$ cat config.mk
export PLATFORM = sky130hd
export DESIGN_NAME = phy_train_seq
export DESIGN_NICKNAME = d
export VERILOG_FILES = /design/src/rtl/ptseq_pkg.sv /design/src/rtl/ptseq_step_map.sv /design/src/rtl/ptseq_fsm.sv /design/src/rtl/ptseq_regs.sv /design/src/rtl/phy_train_seq.sv
export SDC_FILE = /design/constraint.sdc
export NUM_CORES = 1
export LEC_CHECK = 0
export CELL_PAD_IN_SITES_DETAIL_PLACEMENT = 1
export CELL_PAD_IN_SITES_GLOBAL_PLACEMENT = 2
export CORE_MARGIN = 1
export CORE_UTILIZATION = 40
export CTS_CLUSTER_DIAMETER = 60
export DETAILED_ROUTE_END_ITERATION = 16
export DONT_BUFFER_PORTS = 1
export GPL_TIMING_DRIVEN = 0
export PLACE_DENSITY_LB_ADDON = 0.08
export RECOVER_POWER = 50
export SLEW_MARGIN = 20
export SYNTH_ARGS = -nofsm -noshare
export SYNTH_HDL_FRONTEND = slang
export SYNTH_SLANG_ARGS = --single-unit
$ cat constraint.sdc
create_clock -name clk -period 2.7 [get_ports clk]
set_input_delay 0.27 -clock clk [delete_from_list [all_inputs] [get_ports clk]]
set_output_delay 0.27 -clock clk [all_outputs]
set_load 0.005 [all_outputs]
$ cat src/rtl/ptseq_pkg.sv
package ptseq_pkg;

  localparam int NUM_STEPS = 13;
  localparam int IDX_W     = $clog2(NUM_STEPS + 1);
  localparam int FLAG_W    = 12;
  localparam int ERR_OFS   = 16;
  localparam int CODE_LSB  = 28;
  localparam int CODE_W    = 3;
  localparam int CTL_GO    = 0;
  localparam int CTL_SKIP  = 31;

  localparam logic [31:0] CTL_KEEP = 32'hF000_FFF2;
  localparam logic [31:0] CFG_KEEP = 32'h0F00_0070;

  localparam int A_CTRL = 0;
  localparam int A_STAT = 1;
  localparam int A_CFG  = 2;

  typedef enum logic [1:0] {
    SQ_IDLE = 2'd0,
    SQ_SCAN = 2'd1,
    SQ_WAIT = 2'd2
  } sq_state_e;

  // control bit that requests step s
  function automatic int req_pos(input int s);
    case (s)
      0:       return 6;
      1:       return 4;
      2:       return 1;
      3:       return 5;
      default: return s + 3;
    endcase
  endfunction

  // status done-flag position of step s, 0 when the step has none
  function automatic int flag_pos(input int s);
    case (s)
      0, 4:    return 0;
      1:       return 1;
      2:       return 3;
      3:       return 2;
      default: return s - 1;
    endcase
  endfunction

  // control bypass bit of step s, 0 when the step cannot be bypassed
  function automatic int skip_pos(input int s);
    case (s)
      1:       return 28;
      2:       return 30;
      3:       return 29;
      default: return 0;
    endcase
  endfunction

endpackage

$ cat src/rtl/ptseq_step_map.sv
module ptseq_step_map
  import ptseq_pkg::*;
#(
  parameter int STEPS = NUM_STEPS
) (
  input  logic [31:0]                   ctl_word,
  output logic [STEPS-1:0]              run_vec,
  output logic [STEPS-1:0]              pass_vec,
  output logic [STEPS-1:0][FLAG_W-1:0]  flag_sel
);

  logic [STEPS-1:0] want;
  logic [STEPS-1:0] bypass;

  for (genvar g = 0; g < STEPS; g++) begin : g_step
    localparam int RP = req_pos(g);
    localparam int SP = skip_pos(g);
    localparam int FP = flag_pos(g);

    assign want[g] = ctl_word[RP];

    if (SP != 0) begin : g_byp
      assign bypass[g] = ctl_word[SP];
    end else begin : g_nobyp
      assign bypass[g] = 1'b0;
    end

    if (FP != 0) begin : g_flag
      assign flag_sel[g] = FLAG_W'(1) << FP;
    end else begin : g_noflag
      assign flag_sel[g] = '0;
    end

    assign run_vec[g]  = want[g] & ~bypass[g];
    assign pass_vec[g] = want[g] &  bypass[g];
  end

  // bits consumed elsewhere or reserved
  logic unused_ctl;
  assign unused_ctl = ^{ctl_word[CTL_GO], ctl_word[3:2], ctl_word[27:16], ctl_word[CTL_SKIP]};

endmodule

$ cat src/rtl/ptseq_fsm.sv
module ptseq_fsm
  import ptseq_pkg::*;
#(
  parameter int STEPS = NUM_STEPS,
  parameter int IW    = IDX_W
) (
  input  logic             clk,
  input  logic             rst_n,
  input  logic             go,
  input  logic             go_skip,
  input  logic [STEPS-1:0] run_vec,
  input  logic [STEPS-1:0] pass_vec,
  input  logic             step_done,
  input  logic             step_fail,
  output logic             step_start,
  output logic [IW-1:0]    step_idx,
  output logic             busy,
  output logic             mark_ok,
  output logic             mark_err,
  output logic             finish
);

  sq_state_e     state_q, state_d;
  logic [IW-1:0] idx_q, idx_d;
  logic          start_q, start_d;
  logic          at_end;
  logic          run_cur, pass_cur;

  assign at_end = (idx_q == IW'(STEPS));

  always_comb begin
    run_cur  = 1'b0;
    pass_cur = 1'b0;
    for (int i = 0; i < STEPS; i++) begin
      if (idx_q == IW'(i)) begin
        run_cur  = run_vec[i];
        pass_cur = pass_vec[i];
      end
    end
  end

  always_comb begin
    state_d  = state_q;
    idx_d    = idx_q;
    start_d  = 1'b0;
    mark_ok  = 1'b0;
    mark_err = 1'b0;
    finish   = 1'b0;
    unique case (state_q)
      SQ_IDLE: begin
        if (go) begin
          if (go_skip) begin
            finish = 1'b1;
          end else begin
            idx_d   = '0;
            state_d = SQ_SCAN;
          end
        end
      end
      SQ_SCAN: begin
        if (at_end) begin
          finish  = 1'b1;
          state_d = SQ_IDLE;
        end else if (run_cur) begin
          start_d = 1'b1;
          state_d = SQ_WAIT;
        end else begin
          mark_ok = pass_cur;
          idx_d   = idx_q + 1'b1;
        end
      end
      SQ_WAIT: begin
        if (step_fail) begin
          mark_err = 1'b1;
          finish   = 1'b1;
          state_d  = SQ_IDLE;
        end else if (step_done) begin
          mark_ok = 1'b1;
          idx_d   = idx_q + 1'b1;
          state_d = SQ_SCAN;
        end
      end
      default: state_d = SQ_IDLE;
    endcase
  end

  always_ff @(posedge clk or negedge rst_n) begin
    if (!rst_n) begin
      state_q <= SQ_IDLE;
      idx_q   <= '0;
      start_q <= 1'b0;
    end else begin
      state_q <= state_d;
      idx_q   <= idx_d;
      start_q <= start_d;
    end
  end

  assign step_start = start_q;
  assign step_idx   = idx_q;
  assign busy       = (state_q != SQ_IDLE);

  AST_START_PULSE: assert property (@(posedge clk) disable iff (!rst_n)
    step_start |=> !step_start);
  AST_HOLD_IDX: assert property (@(posedge clk) disable iff (!rst_n)
    (busy && !step_done && !step_fail && step_start) |=> $stable(step_idx));
  AST_GO_WHEN_IDLE: assert property (@(posedge clk) disable iff (!rst_n)
    go |-> (state_q == SQ_IDLE));
  AST_IDX_RANGE: assert property (@(posedge clk) disable iff (!rst_n)
    step_start |-> (step_idx < IW'(STEPS)));

endmodule

$ cat src/rtl/ptseq_regs.sv
module ptseq_regs
  import ptseq_pkg::*;
#(
  parameter int ADDR_W = 4
) (
  input  logic              clk,
  input  logic              rst_n,
  input  logic              reg_wr,
  input  logic              reg_rd,
  input  logic [ADDR_W-1:0] reg_addr,
  input  logic [31:0]       reg_wdata,
  output logic [31:0]       reg_rdata,
  input  logic              busy,
  input  logic              mark_ok,
  input  logic              mark_err,
  input  logic              finish,
  input  logic [FLAG_W-1:0] flag_cur,
  input  logic [CODE_W-1:0] step_code,
  input  logic              pll_lock,
  output logic              go,
  output logic              go_skip,
  output logic [31:0]       ctl_word,
  output logic [1:0]        cfg_rank,
  output logic              cfg_gate_mpr,
  output logic [3:0]        cfg_rank_en
);

  logic [31:0] ctl_q, ctl_d;
  logic [31:0] cfg_q, cfg_d;
  logic [30:0] stat_q, stat_d;
  logic [31:0] rdata_q, rdata_d;
  logic        ctl_we, cfg_we;
  logic [31:0] rd_mux;

  assign ctl_we  = reg_wr && (reg_addr == ADDR_W'(A_CTRL)) && !busy;
  assign cfg_we  = reg_wr && (reg_addr == ADDR_W'(A_CFG));
  assign go      = ctl_we && reg_wdata[CTL_GO];
  assign go_skip = reg_wdata[CTL_SKIP];

  always_comb begin
    ctl_d = ctl_q;
    if (ctl_we) ctl_d = reg_wdata & CTL_KEEP;
    cfg_d = cfg_q;
    if (cfg_we) cfg_d = reg_wdata & CFG_KEEP;
  end

  always_comb begin
    stat_d = go ? '0 : stat_q;
    if (mark_ok) stat_d[FLAG_W-1:0] = stat_d[FLAG_W-1:0] | flag_cur;
    if (mark_err) begin
      stat_d[ERR_OFS +: FLAG_W]       = stat_d[ERR_OFS +: FLAG_W] | flag_cur;
      stat_d[ERR_OFS]                 = 1'b1;
      stat_d[CODE_LSB +: CODE_W]      = step_code;
    end
    if (finish) stat_d[0] = 1'b1;
  end

  always_comb begin
    unique case (reg_addr)
      ADDR_W'(A_CTRL): rd_mux = ctl_q;
      ADDR_W'(A_STAT): rd_mux = {pll_lock, stat_q};
      ADDR_W'(A_CFG):  rd_mux = cfg_q;
      default:         rd_mux = '0;
    endcase
    rdata_d = reg_rd ? rd_mux : rdata_q;
  end

  always_ff @(posedge clk or negedge rst_n) begin
    if (!rst_n) begin
      ctl_q   <= '0;
      cfg_q   <= '0;
      stat_q  <= '0;
      rdata_q <= '0;
    end else begin
      ctl_q   <= ctl_d;
      cfg_q   <= cfg_d;
      stat_q  <= stat_d;
      rdata_q <= rdata_d;
    end
  end

  assign reg_rdata    = rdata_q;
  assign ctl_word     = ctl_q;
  assign cfg_rank     = cfg_q[5:4];
  assign cfg_gate_mpr = cfg_q[6];
  assign cfg_rank_en  = cfg_q[27:24];

  AST_CLEAR_ON_GO: assert property (@(posedge clk) disable iff (!rst_n)
    go |=> (stat_q[30:1] == '0));
  AST_ERR_NEEDS_DONE: assert property (@(posedge clk) disable iff (!rst_n)
    stat_q[ERR_OFS] |-> stat_q[0]);
  AST_ONE_FAIL: assert property (@(posedge clk) disable iff (!rst_n)
    $onehot0(stat_q[ERR_OFS+FLAG_W-1:ERR_OFS+1]));
  AST_CTL_FROZEN: assert property (@(posedge clk) disable iff (!rst_n)
    (busy && $past(busy)) |-> $stable(ctl_q));

endmodule

$ cat src/rtl/phy_train_seq.sv
module phy_train_seq
  import ptseq_pkg::*;
#(
  parameter int ADDR_W = 4
) (
  input  logic              clk,
  input  logic              rst_n,
  input  logic              reg_wr,
  input  logic              reg_rd,
  input  logic [ADDR_W-1:0] reg_addr,
  input  logic [31:0]       reg_wdata,
  output logic [31:0]       reg_rdata,
  output logic              step_start,
  output logic [IDX_W-1:0]  step_idx,
  input  logic              step_done,
  input  logic              step_fail,
  input  logic [CODE_W-1:0] step_code,
  input  logic              pll_lock,
  output logic [1:0]        cfg_rank,
  output logic              cfg_gate_mpr,
  output logic [3:0]        cfg_rank_en
);

  localparam int STEPS = NUM_STEPS;

  logic                          go, go_skip, busy;
  logic                          mark_ok, mark_err, finish;
  logic [31:0]                   ctl_word;
  logic [STEPS-1:0]              run_vec, pass_vec;
  logic [STEPS-1:0][FLAG_W-1:0]  flag_sel;
  logic [FLAG_W-1:0]             flag_cur;

  always_comb begin
    flag_cur = '0;
    for (int i = 0; i < STEPS; i++) begin
      if (step_idx == IDX_W'(i)) flag_cur = flag_sel[i];
    end
  end

  ptseq_step_map #(.STEPS(STEPS)) u_map (
    .ctl_word (ctl_word),
    .run_vec  (run_vec),
    .pass_vec (pass_vec),
    .flag_sel (flag_sel)
  );

  ptseq_fsm #(.STEPS(STEPS), .IW(IDX_W)) u_fsm (
    .clk        (clk),
    .rst_n      (rst_n),
    .go         (go),
    .go_skip    (go_skip),
    .run_vec    (run_vec),
    .pass_vec   (pass_vec),
    .step_done  (step_done),
    .step_fail  (step_fail),
    .step_start (step_start),
    .step_idx   (step_idx),
    .busy       (busy),
    .mark_ok    (mark_ok),
    .mark_err   (mark_err),
    .finish     (finish)
  );

  ptseq_regs #(.ADDR_W(ADDR_W)) u_regs (
    .clk          (clk),
    .rst_n        (rst_n),
    .reg_wr       (reg_wr),
    .reg_rd       (reg_rd),
    .reg_addr     (reg_addr),
    .reg_wdata    (reg_wdata),
    .reg_rdata    (reg_rdata),
    .busy         (busy),
    .mark_ok      (mark_ok),
    .mark_err     (mark_err),
    .finish       (finish),
    .flag_cur     (flag_cur),
    .step_code    (step_code),
    .pll_lock     (pll_lock),
    .go           (go),
    .go_skip      (go_skip),
    .ctl_word     (ctl_word),
    .cfg_rank     (cfg_rank),
    .cfg_gate_mpr (cfg_gate_mpr),
    .cfg_rank_en  (cfg_rank_en)
  );

endmodule

Word-level counts from Yosys, hierarchy flattened

Index checks and enable logic that the tools add are counted.

Output and inout port bits: 44
Word-level logic and storage cells: 128
Bits in registers: 90
Input bits: 46

Bitwise gates (word level): 11
Reductions and logical operators: 13
Add/subtract/negate cells: 1
Muxes and demuxes: 70
Eq/ne operators: 25

Operators by type and width:

| kind                | count |
|---|---|
| $mux 12             | 12 |
| $pmux 32 s3         | 1 |
| $mux 1              | 38 |
| $mux 31             | 1 |
| $eq 4x4->1 const B  | 6 |
| $mux 4              | 6 |
| $or 12x12->12       | 2 |
| $eq 4x3->1 const B  | 4 |
| $mux 15             | 1 |
| $mux 2              | 7 |
| $eq 4x2->1 const B  | 3 |
| $pmux 4 s3          | 1 |
| $ne 2x2->1 const B  | 5 |
| $eq 4x1->1 const B  | 2 |
| $logic_not 4->1     | 2 |
| $reduce_and 7->1    | 1 |
| $and 1x1->1         | 6 |
| $pmux 2 s3          | 1 |
| $add 4x1->4 const B | 1 |
| $logic_and 1x1->1   | 4 |
| $reduce_and 4->1    | 1 |
| $reduce_bool 2->1   | 2 |
| $ne 3x1->1 const B  | 1 |
| $ne 3x3->1 const B  | 1 |
| 9 further kinds     | 11 |

Logic depth before layout (Yosys ltp)

Depth in word-level cells: 19
Depth in mapped cells: 10
Depth with buffers taken out: 8

Modules after synthesis

Synthesis repeated with hierarchy kept, for this count alone.

Cell total of the unflattened synthesis: 827
Area total of the unflattened synthesis: 7701.1 sq um

Modules (own cells, without submodules):

| module         | seq. area each (sq um) | cells an instance | times used | area an instance (sq um) |
|---|---|---|---|---|
| ptseq_regs     | 2077.0                 | 238               | 1          | 3389.5 |
| phy_train_seq  | 0.0                    | 276               | 1          | 1919.3 |
| ptseq_step_map | 0.0                    | 184               | 1          | 1377.6 |
| ptseq_fsm      | 175.2                  | 129               | 1          | 1014.7 |

Worst setup path after synthesis

Ideal clock, no wire load.

Path kind: register to register
Start: register u_fsm.idx_q[1], in the netlist u_fsm.step_idx[1]
End: register u_fsm.idx_q[3], in the netlist u_fsm.step_idx[3]
Period minus slack after synthesis: 2.046 ns
Slack: 0.654 ns
Data arrival time: 1.946 ns
Path buffers: 2
Library setup time: 0.101 ns
Cell stages (with the launch flop): 11
Required time: 2.599 ns
Path through: dfrtp_1 -> inv_1 -> ha_1 -> buf_2 -> nor2b_1 -> buf_2 -> a21oi_1 -> or3_1 -> nand4_2 -> or2_1 -> o311ai_2

Cells in the longest elaborated chain, start to end: 16
Elaborated cells on any way between the ends: 36
Classes of those cells: add/sub: 1; eq/ne: 15; mux: 18; reduce/logical: 2

RTL lines:

| what                              | RTL line        | source |
|---|---|---|
| start: declaration                | ptseq_fsm.sv:24 | `logic [IW-1:0] idx_q, idx_d;` |
| start signal: assignment          | ptseq_fsm.sv:94 | `idx_q <= idx_d;` |
| $logic_not 4->1                   | ptseq_fsm.sv:35 | `if (idx_q == IW'(i)) begin` |
| $mux 1 (13 in a row)              | ptseq_fsm.sv:35 |  |
| $ne 2x2->1 (no source line)       | -               |  |
| $reduce_and 7->1 (no source line) | -               |  |

Parallel ways exist; a longest one is shown, timed or not. The select of a mux whose other input is x is not followed.
A chain may end at the register's enable or synchronous reset.

Worst setup path after layout

Start: register u_fsm.idx_q[0], in the netlist u_fsm.step_idx[0]
End: register u_fsm.state_q[1]

Cells in the longest elaborated chain, start to end: 16
Elaborated cells on any way between the ends: 31
Classes of those cells: eq/ne: 14; mux: 15; reduce/logical: 2

RTL lines:

| what                              | RTL line        | source |
|---|---|---|
| $logic_not 4->1                   | ptseq_fsm.sv:35 |  |
| $mux 1 (13 in a row)              | ptseq_fsm.sv:35 |  |
| $ne 3x1->1 (no source line)       | -               |  |
| $reduce_and 4->1 (no source line) | -               |  |
| end signal: assignment            | ptseq_fsm.sv:93 | `state_q <= state_d;` |
| end: declaration                  | ptseq_fsm.sv:23 | `sq_state_e state_q, state_d;` |

Parallel ways exist; a longest one is shown, timed or not.

==> metrics.md <==
| Metric | Value |
|---|---|
| Syn avg cell area | 10.8 µm² |
| Antenna viol nets, final | 0 |
| DR WL/cell | 21.1 µm |
| Buf+Inv Stages, Crit Path | 2 |
| Gpl congestion | 0.813 |
| Most frequent cell after synthesis | dfrtp_1 |
| Final Setup Violations | 0 |
| Uppermost layer routed | met4 |
| CP max-delay cell | dfrtp_1 |
| Levels on crit path | 9 |
| Register area share after synthesis | 54.3% |
| Post-synthesis xor/xnor area fraction | 0% |
| RSZ-0062 raised after global routing | false |
| Hold Vio Cnt, Final | 0 |
| Rows | 36 |
| Tot Pwr | 0.00398 W |
| Synth unique cells | 47 |
| Crit path DAT | 2800 ps |
| EDFF count, synth | 0 |
| Routed via count | 3038 |
| Yosys top cell area share | 54.3% |
| CP Capture Type | flop |
| Die X | 104 µm |
| Mapped Area | 0.00414 mm² |
| Prevailing post-synth register cell | dfrtp_1 |
| Critical Path Max Stage Delay | 460 ps |
| DP Wirelength | 8040 µm |
| Setup total negative slack | 0 ps |
| I/O Buffers | 0 |
| Clock Skew | 8.82 ps |
| FFs w/ async S/R, synth | 100% |
| Mapped Cells | 383 |
| Layout area overhead | 9.75% |
| Pleak | 1.88 nW |
| I/O pin count | 90 |
| Layout Nets | 450 |
| Compound-Gate Fraction of Synth Area | 20.0% |
| Ant. Diodes | 0 |
| Overflow after GRT | 0 |
| Yosys top cell by area | dfrtp_1 |
| CTS sink cnt | 90 |
| First-pass GRT wire length | 18100 µm |
| Largest family of logic cells by synthesized area | compound AO/OA/AOI/OAI gates |
| Reg2reg path depth | 9 |
| Final max-slew violation count | 0 |
| DRC Markers | 0 |
| Routed wire length | 11300 µm |
| Num CTS Buffers | 9 |
| Hold Path Cell Cnt | 2 |
| Wire length on met1 | 5080 µm |
| Minimum clock period | 2540 ps |
| Post-Synth Adder-Cell Area | 2.42% |
| Relative slew slack | 17.6% |
| CP required | 2960 ps |
| HP Class | primary input to flop |
| Die area | 0.0108 mm² |
| TritonCTS clock tree | built |
| Status | completed |
| Initial antenna violation count | 0 |
| Clk root buf | clkbuf_8 |
| Critical Path, Cell by Cell | inv_1 > ha_2 > buf_2 > nand2_1 > o21ai_0 > a22oi_1 > a32oi_1 > o21bai_1 > a22o_1 |
| Crit path launch type | flop |
| Maxcap violations | 0 |
| Top delay family on crit path | compound AO/OA/AOI/OAI gates |
| Crit share post-route | 94.1% |
| Top post-synthesis cells by count | dfrtp_1, inv_1, o21ai_0 |
| Postcts setup bufs | 0 |
| Vias in the first global route | 3370 |
| GR Util All Layers | 21.9% |
| CP max FO | 10 |
| Drt initial violations | 114 |
| Syn Nets | 437 |
| Met3 wire length | 574 µm |
| Core area | 0.00991 mm² |
| Power Density | 875 mW/mm² |
| Clock Latency Late Sink | 370 ps |
| Max Clock Freq | 0.394 GHz |
| Clock slew at reported path FFs | 90 ps |
| Warnings from Yosys | 0 |
| Vias per inst | 5.69 |
| Met2 wire length | 5500 µm |
| Multiplexer share of the synthesized area | 6.22% |
| H-Tree Depth | 3 |
| Post-Synth Simple-Gate Area | 11.2% |
| Clk buf depth | 2 |
| Chip height | 104 µm |
| Synth area leaders | dfrtp_1, mux2_2, o21ai_0 |
| Measured slew at the worst slew-check pin | 1240 ps |
| Largest net degree at the start of global routing | 91 |
| DR pass1 iterations | 4 |
| #FFs+latches synth | 90 |
| Critical setup path kind | flop to flop |
| VDD IR max | 368 µV |
| Layout cells sized above 1 | 13.2% |
| Starting density of the core | 41.8% |
| Final core utilization | 45.9% |
-- power by group --
part,switching (W),total [W],internal [W]
logic,0.000648,0.00113,0.000477
registers,0.000276,0.00191,0.00164
clock network,0.000507,0.000941,0.000434
total,0.00143,0.00398,0.00255
-- what timing repair did --
item,in CTS,in global routing
hold buffers,2,0
pin swaps,0,0
setup endpoints to repair,1,8
resized for setup,1,4
endpoints found under the hold margin,90,0
-- worst register-to-register path, delay by kind of cell, from the launching register on --
kind,cells,cell delay (ps)
AOI/OAI and AO/OA,5,1140
adders and majority gates,1,300
buffers and inverters,2,440
DFF,1,460
and+or+nand+nor,1,90
-- kinds of logic (layout without fill, tap and decap cells) --
logic type | after synthesis | count (layout)
AOI/OAI and AO/OA | 119 | 119
adders and majority gates | 8 | 8
buffers and inverters | 62 | 80
DFF | 90 | 90
muxes | 23 | 23
and+or+nand+nor | 81 | 81
-- sequential cells by signal, indices dropped and copies added, names as in the netlist --
signal	flops
u_regs.stat_q	27
u_fsm.step_start	1
u_regs.ctl_word	17
u_fsm.step_idx	4
u_fsm.state_q	2
u_regs.cfg_q	7
u_regs.reg_rdata	32
-- routing by layer --
layer,vias up,GRT usage [%]
met1,1542,28.2
li1,1417,-
met4,0,7.35
met2,69,36.7
met3,10,4.78
met5,-,0
-- metrics by stage --
stage,std cells,hold WS (ps),setup slack [ps],cell area (µm²)
global placement,516,-23.6,-16.9,4310
global route,534,11.1,70.6,4550
floorplan,383,-25.6,654,4140
finish,534,18.7,160,4550
CTS,534,5.35,67.6,4550
detailed placement,516,-22.5,-57.6,4310
-- cells in the final DEF, fill, tap and decap left out, drive strengths merged, types with 4 or more instances in the layout --
| master | count |
|---|---|
| o22ai | 17 |
| a21oi | 9 |
| nand2b | 4 |
| nor2 | 5 |
| a22oi | 16 |
| a22o | 6 |
| buf | 8 |
| mux2 | 22 |
| ha | 8 |
| nand3 | 20 |
| o21ai | 35 |
| nand2 | 25 |
| a32o | 16 |
| nor2b | 5 |
| dfrtp | 90 |
| clkbuf | 26 |
| inv | 41 |
-- cell type report --
type | count | area (µm²)
fill | 1093 | 5360
sequential | 90 | 2250
multi-input combinational | 231 | 1680
tap | 133 | 166
inverter | 40 | 150
clock buffer | 11 | 131
buffer | 22 | 90.1
clock inverter | 5 | 62.6
timing repair buffer | 2 | 17.5
-- path summary, 6_finish.rpt --
kind	from	end	slack, ps
worst min register to register	u_regs.stat_q[0]$_DFF_PN0_	u_regs.stat_q[0]$_DFF_PN0_	480
max in group asynchronous	rst_n	u_regs.ctl_word[28]$_DFFE_PN0P_	1180
worst max-delay path	u_fsm.step_idx[0]$_DFFE_PN0P_	u_fsm.state_q[1]$_DFFE_PN0P_	160
min in group asynchronous	rst_n	u_regs.reg_rdata[18]$_DFFE_PN0P_	730
worst min-delay path	reg_wdata[8]	u_regs.ctl_word[8]$_DFFE_PN0P_	20
worst max register to register	u_fsm.step_idx[0]$_DFFE_PN0P_	u_fsm.state_q[1]$_DFFE_PN0P_	160
No activity file was read; power rests on OpenSTA's default activity.
